===== src/rtl/cpt_pkg.sv =====
`timescale 1ns/1ps
package cpt_pkg;
    localparam int DW      = 32;
    localparam int AW      = 3;
    localparam int PS_W    = 12;
    localparam int KEEP_W  = 26;
    localparam logic [DW-1:0] ALL_ONES  = '1;
    localparam logic [DW-1:0] CTRL_MASK = {{(DW-KEEP_W){1'b0}}, {KEEP_W{1'b1}}};

    typedef enum logic [AW-1:0] {
        OFS_CTRL  = 3'd0,
        OFS_STAT  = 3'd1,
        OFS_LOAD  = 3'd2,
        OFS_CMP   = 3'd3,
        OFS_COUNT = 3'd4
    } ofs_e;

    typedef enum logic [1:0] {
        SRC_NONE   = 2'b00,
        SRC_MAIN_A = 2'b01,
        SRC_MAIN_B = 2'b10,
        SRC_SLOW   = 2'b11
    } src_e;

    typedef struct packed {
        logic [5:0]      zero_hi;
        src_e            src;
        logic [1:0]      zero_mid;
        logic            stop_en;
        logic            doze_en;
        logic            wait_en;
        logic            dbg_en;
        logic            ovw;
        logic            swr;
        logic [PS_W-1:0] presc;
        logic            reload;
        logic            cmp_ie;
        logic            restart_md;
        logic            run;
    } ctrl_t;

    // Value stored by a control write; a soft reset drops the run state.
    function automatic ctrl_t ctrl_from_write(input logic [DW-1:0] w);
        ctrl_t c;
        c = ctrl_t'(w & CTRL_MASK);
        if (c.swr) begin
            c.run        = 1'b0;
            c.restart_md = 1'b0;
            c.dbg_en     = 1'b0;
            c.wait_en    = 1'b0;
            c.doze_en    = 1'b0;
            c.stop_en    = 1'b0;
        end
        c.swr = 1'b0;
        return c;
    endfunction

    function automatic logic [DW-1:0] start_value(input ctrl_t c, input logic [DW-1:0] ld);
        return c.reload ? ld : ALL_ONES;
    endfunction
endpackage


===== src/rtl/cpt_prescale.sv =====
`timescale 1ns/1ps
module cpt_prescale
    import cpt_pkg::*;
#(
    parameter int PW = PS_W
) (
    input  logic          clk,
    input  logic          rst,
    input  logic          run,
    input  src_e          src,
    input  logic [PW-1:0] div,
    input  logic          clr,
    input  logic          tick_main,
    input  logic          tick_slow,
    output logic          step_o
);
    logic          src_tick;
    logic          at_div;
    logic [PW-1:0] phase_q;

    always_comb begin
        case (src)
            SRC_MAIN_A, SRC_MAIN_B: src_tick = tick_main;
            SRC_SLOW:               src_tick = tick_slow;
            default:                src_tick = 1'b0;
        endcase
    end

    assign at_div = (phase_q == div);
    assign step_o = run && !clr && src_tick && at_div;

    always_ff @(posedge clk) begin
        if (rst || clr || !run) begin
            phase_q <= '0;
        end else if (src_tick) begin
            phase_q <= at_div ? '0 : phase_q + 1'b1;
        end
    end
endmodule


===== src/rtl/cpt_counter.sv =====
`timescale 1ns/1ps
module cpt_counter #(
    parameter int W = 32
) (
    input  logic         clk,
    input  logic         rst,
    input  logic         step,
    input  logic         clear,
    input  logic         restart,
    input  logic [W-1:0] restart_val,
    input  logic         force_ld,
    input  logic [W-1:0] force_val,
    input  logic [W-1:0] wrap_val,
    input  logic [W-1:0] cmp_val,
    output logic [W-1:0] cnt_q,
    output logic         expire_o,
    output logic         hit_o
);
    localparam logic [W-1:0] ONE = {{(W-1){1'b0}}, 1'b1};

    logic         at_zero;
    logic         bus_owns;
    logic [W-1:0] dec;

    assign at_zero  = (cnt_q == '0);
    assign bus_owns = clear || restart || force_ld;
    assign dec      = cnt_q - ONE;
    assign expire_o = step && !bus_owns && at_zero;
    assign hit_o    = step && !bus_owns && !at_zero && (dec == cmp_val) && (cmp_val != '0);

    always_ff @(posedge clk) begin
        if (rst || clear) begin
            cnt_q <= '0;
        end else if (restart) begin
            cnt_q <= restart_val;
        end else if (force_ld) begin
            cnt_q <= force_val;
        end else if (step) begin
            cnt_q <= at_zero ? wrap_val : dec;
        end
    end
endmodule


===== src/rtl/cpt_regs.sv =====
`timescale 1ns/1ps
module cpt_regs
    import cpt_pkg::*;
(
    input  logic          clk,
    input  logic          rst,
    input  logic          bus_wr,
    input  logic [AW-1:0] bus_addr,
    input  logic [DW-1:0] bus_wdata,
    input  logic [DW-1:0] cnt_q,
    input  logic          flag_set,
    output ctrl_t         ctrl_q,
    output logic [DW-1:0] load_q,
    output logic [DW-1:0] cmp_q,
    output logic          flag_q,
    output logic [DW-1:0] bus_rdata,
    output logic          ctrl_wr,
    output logic          swr_evt,
    output logic          restart_evt,
    output logic [DW-1:0] restart_val,
    output logic          force_evt
);
    ctrl_t ctrl_new;
    logic  sel_stat, sel_load, sel_cmp;

    assign ctrl_new    = ctrl_from_write(bus_wdata);
    assign ctrl_wr     = bus_wr && (bus_addr == OFS_CTRL);
    assign sel_stat    = bus_wr && (bus_addr == OFS_STAT);
    assign sel_load    = bus_wr && (bus_addr == OFS_LOAD);
    assign sel_cmp     = bus_wr && (bus_addr == OFS_CMP);
    assign swr_evt     = ctrl_wr && bus_wdata[16];
    assign restart_evt = ctrl_wr && ctrl_new.run && ctrl_new.restart_md;
    assign restart_val = start_value(ctrl_new, load_q);
    assign force_evt   = sel_load && ctrl_q.ovw;

    always_ff @(posedge clk) begin
        if (rst) begin
            ctrl_q <= '0;
            load_q <= ALL_ONES;
            cmp_q  <= '0;
            flag_q <= 1'b0;
        end else begin
            if (ctrl_wr) ctrl_q <= ctrl_new;
            if (swr_evt) begin
                load_q <= ALL_ONES;
                cmp_q  <= '0;
            end else begin
                if (sel_load) load_q <= bus_wdata;
                if (sel_cmp)  cmp_q  <= bus_wdata;
            end
            if (swr_evt)                      flag_q <= 1'b0;
            else if (flag_set)                flag_q <= 1'b1;
            else if (sel_stat && bus_wdata[0]) flag_q <= 1'b0;
        end
    end

    always_comb begin
        case (bus_addr)
            OFS_CTRL:  bus_rdata = ctrl_q;
            OFS_STAT:  bus_rdata = {{(DW-1){1'b0}}, flag_q};
            OFS_LOAD:  bus_rdata = load_q;
            OFS_CMP:   bus_rdata = cmp_q;
            OFS_COUNT: bus_rdata = cnt_q;
            default:   bus_rdata = '0;
        endcase
    end
endmodule


===== src/rtl/cmp_period_timer.sv =====
`timescale 1ns/1ps
module cmp_period_timer
    import cpt_pkg::*;
(
    input  logic          clk,
    input  logic          rst,
    input  logic          bus_wr,
    input  logic [AW-1:0] bus_addr,
    input  logic [DW-1:0] bus_wdata,
    output logic [DW-1:0] bus_rdata,
    input  logic          tick_main,
    input  logic          tick_slow,
    output logic          irq
);
    ctrl_t         ctrl_q;
    logic [DW-1:0] load_q, cmp_q, cnt_q, restart_val, wrap_val;
    logic          flag_q, flag_set, ctrl_wr, swr_evt, restart_evt, force_evt;
    logic          tick_w, expire, hit;

    cpt_regs regs_i (
        .clk         (clk),
        .rst         (rst),
        .bus_wr      (bus_wr),
        .bus_addr    (bus_addr),
        .bus_wdata   (bus_wdata),
        .cnt_q       (cnt_q),
        .flag_set    (flag_set),
        .ctrl_q      (ctrl_q),
        .load_q      (load_q),
        .cmp_q       (cmp_q),
        .flag_q      (flag_q),
        .bus_rdata   (bus_rdata),
        .ctrl_wr     (ctrl_wr),
        .swr_evt     (swr_evt),
        .restart_evt (restart_evt),
        .restart_val (restart_val),
        .force_evt   (force_evt)
    );

    cpt_prescale #(.PW(PS_W)) presc_i (
        .clk       (clk),
        .rst       (rst),
        .run       (ctrl_q.run),
        .src       (ctrl_q.src),
        .div       (ctrl_q.presc),
        .clr       (ctrl_wr),
        .tick_main (tick_main),
        .tick_slow (tick_slow),
        .step_o    (tick_w)
    );

    assign wrap_val = start_value(ctrl_q, load_q);

    cpt_counter #(.W(DW)) cnt_i (
        .clk         (clk),
        .rst         (rst),
        .step        (tick_w),
        .clear       (swr_evt),
        .restart     (restart_evt),
        .restart_val (restart_val),
        .force_ld    (force_evt),
        .force_val   (bus_wdata),
        .wrap_val    (wrap_val),
        .cmp_val     (cmp_q),
        .cnt_q       (cnt_q),
        .expire_o    (expire),
        .hit_o       (hit)
    );

    assign flag_set = ctrl_q.cmp_ie && (hit || (expire && (cmp_q == '0)));
    assign irq      = flag_q && ctrl_q.cmp_ie && ctrl_q.run;
endmodule


===== config.mk =====
export PLATFORM = sky130hd
export DESIGN_NAME = cmp_period_timer
export DESIGN_NICKNAME = d
export VERILOG_FILES = /design/src/rtl/cpt_pkg.sv /design/src/rtl/cpt_prescale.sv /design/src/rtl/cpt_counter.sv /design/src/rtl/cpt_regs.sv /design/src/rtl/cmp_period_timer.sv
export SDC_FILE = /design/constraint.sdc
export NUM_CORES = 1
export LEC_CHECK = 0
export ABC_CLOCK_PERIOD_IN_PS = 2600
export BUFFER_PORTS_ARGS = -buffer_cell sky130_fd_sc_hd__buf_2
export CAP_MARGIN = 20
export CORE_ASPECT_RATIO = 2
export CORE_UTILIZATION = 55
export CTS_CLUSTER_DIAMETER = 150
export DETAILED_ROUTE_END_ITERATION = 8
export PLACE_DENSITY = 0.77
export SLEW_MARGIN = 20
export SYNTH_ARGS = -nofsm -noshare
export SYNTH_HDL_FRONTEND = slang
export SYNTH_SLANG_ARGS = --single-unit

===== constraint.sdc =====
create_clock -name clk -period 2.6 [get_ports clk]
set_input_delay 0.26 -clock clk [delete_from_list [all_inputs] [get_ports clk]]
set_output_delay 0.26 -clock clk [all_outputs]
set_load 0.02 [all_outputs]

==> results.tsv <==
metric	value	unit
GRT busiest layer	met2	
CTS clk-pin slew, worst paths	70	ps
fin nets	1368	
clock buffer depth	2	
P_leak	4.66	nW
Pwr Total	6.18	mW
number of global-route vias before repair	10365	
Worst EP required	2940	ps
Clk pwr share	45.2	%
# rows	64	
max_slew headroom	51.5	%
Synth Net Count	1230	
CTS Buf Count	17	
Mapped Cells	1185	
Cell Pwr Density	546	nW/µm²
crit-path max cell delay	470	ps
worst path cell trace	inv_2, ha_4, or4b_4, nor4_4, and3_4, buf_12, mux2i_4, a21oi_2, or3_4, a21oi_4	
final hold vios	0	
Buf/Inv on CP	2	
number of flops mapped to enable cells by yosys	0	
GRT Total Usage	50.4	%
P_sw	1.75	mW
maximum clock rate	367	MHz
Design Area, Final	11300	µm²
Pint	4.43	mW
Max VDD drop	0.000466	V
DRC Markers	0	
reg-to-reg slack, setup	-130	ps
hold_sp	bus_wdata[26]	
routed wire length per instance	26.2	µm
die width	90.4	µm
synthesized area per cell	7.26	µm²
Worst Hold Class	in2reg	
Post-Place Cells	1488	
core area	15300	µm²
sequential fraction of the synthesis area	31.2	%
slowest CP cell	or4b_4	
Area Overhead vs Synth	31.6	%
layout cells sized above 1	27.3	%
critical path arrival	3070	ps
post-placement cell area	9970	µm²
Clk Latency, worst-skew pair	430	ps
Iteration-0 DRC Markers	1045	
most frequent cells in the layout	nand2_1, buf_4, dfxtp_1, a21oi_1, buf_2	
Detail Route Antenna Nets	0	
M2 GR Usage	84.0	%
asr flop ratio synth	0	%
Final Critical Period	2730	ps
critical path class	reg2reg	
pre-CTS setup slack	-275	ps
# hold bufs at CTS	0	
critical path depth in cells	10	
final worst slack	-127	ps
Worst Hold Depth	3	
Hold Path End	regs_i.load_q[26]	
Seq pwr share	34.9	%
combinational share of power	19.9	%
Largest delay share family, worst path	simple AND/OR/NAND/NOR gates	
reg2reg start	cnt_i.cnt_q[1]	
post-synth cell types	70	
RR Endpoint	cnt_i.cnt_q[1]	
CTS H-tree depth	4	
unrepaired setup endpoints after global routing	yes	
Vias	10602	
Buffers on Ports	72	
violated checks	setup timing	
largest net degree at the start of global routing	44	
period utilization	105	%
GRT overflow	0	
CP Launch Type	register	
CP max FO	6	
met1 GRT Util	46.2	%
die area	16200	µm²
hpwl dp	27700	µm
Initial Util	56.2	%
Worst-Margin Slew	727	ps
register bit count reported by yosys	134	
reg2reg path depth	10	
Routed WL	40100	µm
Final setup viols	11	
GRT met3 Usage	15.5	%
Yosys warning total	0	
Post-synth top flop	dfxtp_1	
first-pass GRT wire length	60100	µm
clock sinks	134	
CTS tree	done	
GPL Wtd Cong	1.01	
fin cells	1532	
area of the mapped netlist	8600	µm²
commonest non-fill, non-tap cell in the layout	nand2_1	
Layout Skew	11.9	ps
switch share	28.4	%
initial antenna violation count	2	
max-cap check violation count	0	
# IOs	73	
Die Height	179	µm
outcome	finished with violations	
Vias/cell	6.92	
Pre-antenna DRT Iters	6	
clock root buffer	clkbuf_16	
Slew Viols, Final	0	
Setup crit end kind	register	
worst setup path start	cnt_i.cnt_q[1]	
worst min-delay path, cell delays in order:
cell	delay, ps
buf_2	100
nand2_1	50
nand3_1	60
through the flow:
stage | hold slack, ps | util (%) | setup TNS (ps)
after floorplan | 384 | - | -191
after global placement | 444 | 65.2 | -2160
after detailed placement | 451 | 65.2 | -3060
after CTS | 79.8 | 70.8 | 0
after global routing | 94.4 | 74.0 | -3380
final | 79.2 | 74.0 | -453
state kept, by name, indices dropped and copies added, names as in the netlist:
signal,flops
cnt_i.cnt_q,32
presc_i.phase_q,12
regs_i.load_q,32
regs_i.cmp_q,32
regs_i.flag_q,1
regs_i.ctrl_q,25
cell type report:
| cell class | instances | area (µm²) |
|---|---|---|
| Fill cell | 1252 | 3970 |
| Tap cell | 198 | 248 |
| Clock inverter | 11 | 223 |
| Antenna cell | 1 | 2.50 |
| Inverter | 26 | 97.6 |
| Clock buffer | 18 | 439 |
| Sequential cell | 134 | 2690 |
| Multi-Input combinational cell | 917 | 5970 |
| Timing Repair Buffer | 227 | 1660 |
what timing repair did:
item / in CTS / in global routing
resized for setup: 36 / 93
gates cloned: 2 / 0
pin swaps: 13 / 49
buffers inserted: 4 / 10
setup endpoints to repair: 30 / 33
routing by layer:
metal  up-vias  part of all wire (%)
met3       424                    10
met1      4815                    29
met4         0                    14
met2       831                    47
met5         -                     0
li1       4532                     -
power groups by stage:
| stage | Combinational (mW) | Sequential, mW | Clock (mW) |
|---|---|---|---|
| 2_1_floorplan | 0.547 | 2.17 | 0 |
| 3_3_place_gp | 0.987 | 2.19 | 0 |
| 3_5_place_dp | 0.994 | 2.19 | 0 |
| 4_1_cts | 1.05 | 2.15 | 2.79 |
| 5_1_grt | 1.29 | 2.16 | 2.86 |
| 6_report | 1.23 | 2.15 | 2.79 |
how the worst max path moves through the flow:
stage | endpoint | slack, ps
after detailed placement | cnt_i.cnt_q[1] | -280
final | cnt_i.cnt_q[1] | -130
after global routing | cnt_i.cnt_q[6] | -240
after CTS | cnt_i.cnt_q[30] | 0.5
after global placement | cnt_i.cnt_q[1] | -250
after floorplan | cnt_i.cnt_q[31] | -30
Yosys cell counts (all sizes together) (5+ instances only):
library cell | number | area [µm²]
mux2i | 11 | 110
nor4 | 26 | 163
o311ai | 8 | 70.1
buf | 21 | 125
a22oi | 51 | 383
nand2b | 11 | 68.8
nand3 | 40 | 200
clkbuf | 88 | 330
xnor2 | 20 | 175
nand2 | 265 | 995
o31a | 5 | 43.8
or3 | 16 | 100
nor4b | 6 | 52.6
o21ai | 27 | 135
inv | 26 | 97.6
a31oi | 21 | 131
ha | 5 | 62.6
and3 | 14 | 87.6
nor2 | 55 | 209
a32o | 6 | 60.1
o22ai | 5 | 31.3
nand4 | 12 | 75.1
nand3b | 15 | 113
dfxtp | 134 | 2680
and4 | 6 | 52.6
or4 | 15 | 116
nor3 | 23 | 120
o31ai | 5 | 37.5
a21oi | 104 | 524
nor3b | 15 | 113
o211ai | 27 | 203
xor2 | 38 | 333
cells by family (layout without fill, tap and decap cells):
logic type / count (synthesis) / count (layout) / share of synthesized area, %
simple gates: 539 / 540 / 30.4
compound gates: 296 / 296 / 22.6
buf+inv: 135 / 282 / 6.43
flops: 134 / 134 / 31.2
xor+xnor: 62 / 62 / 6.95
mux: 14 / 14 / 1.67
fa+ha+maj: 5 / 5 / 0.727
other cells: 0 / 1 / 0
Power figures use the tool's default switching activity.
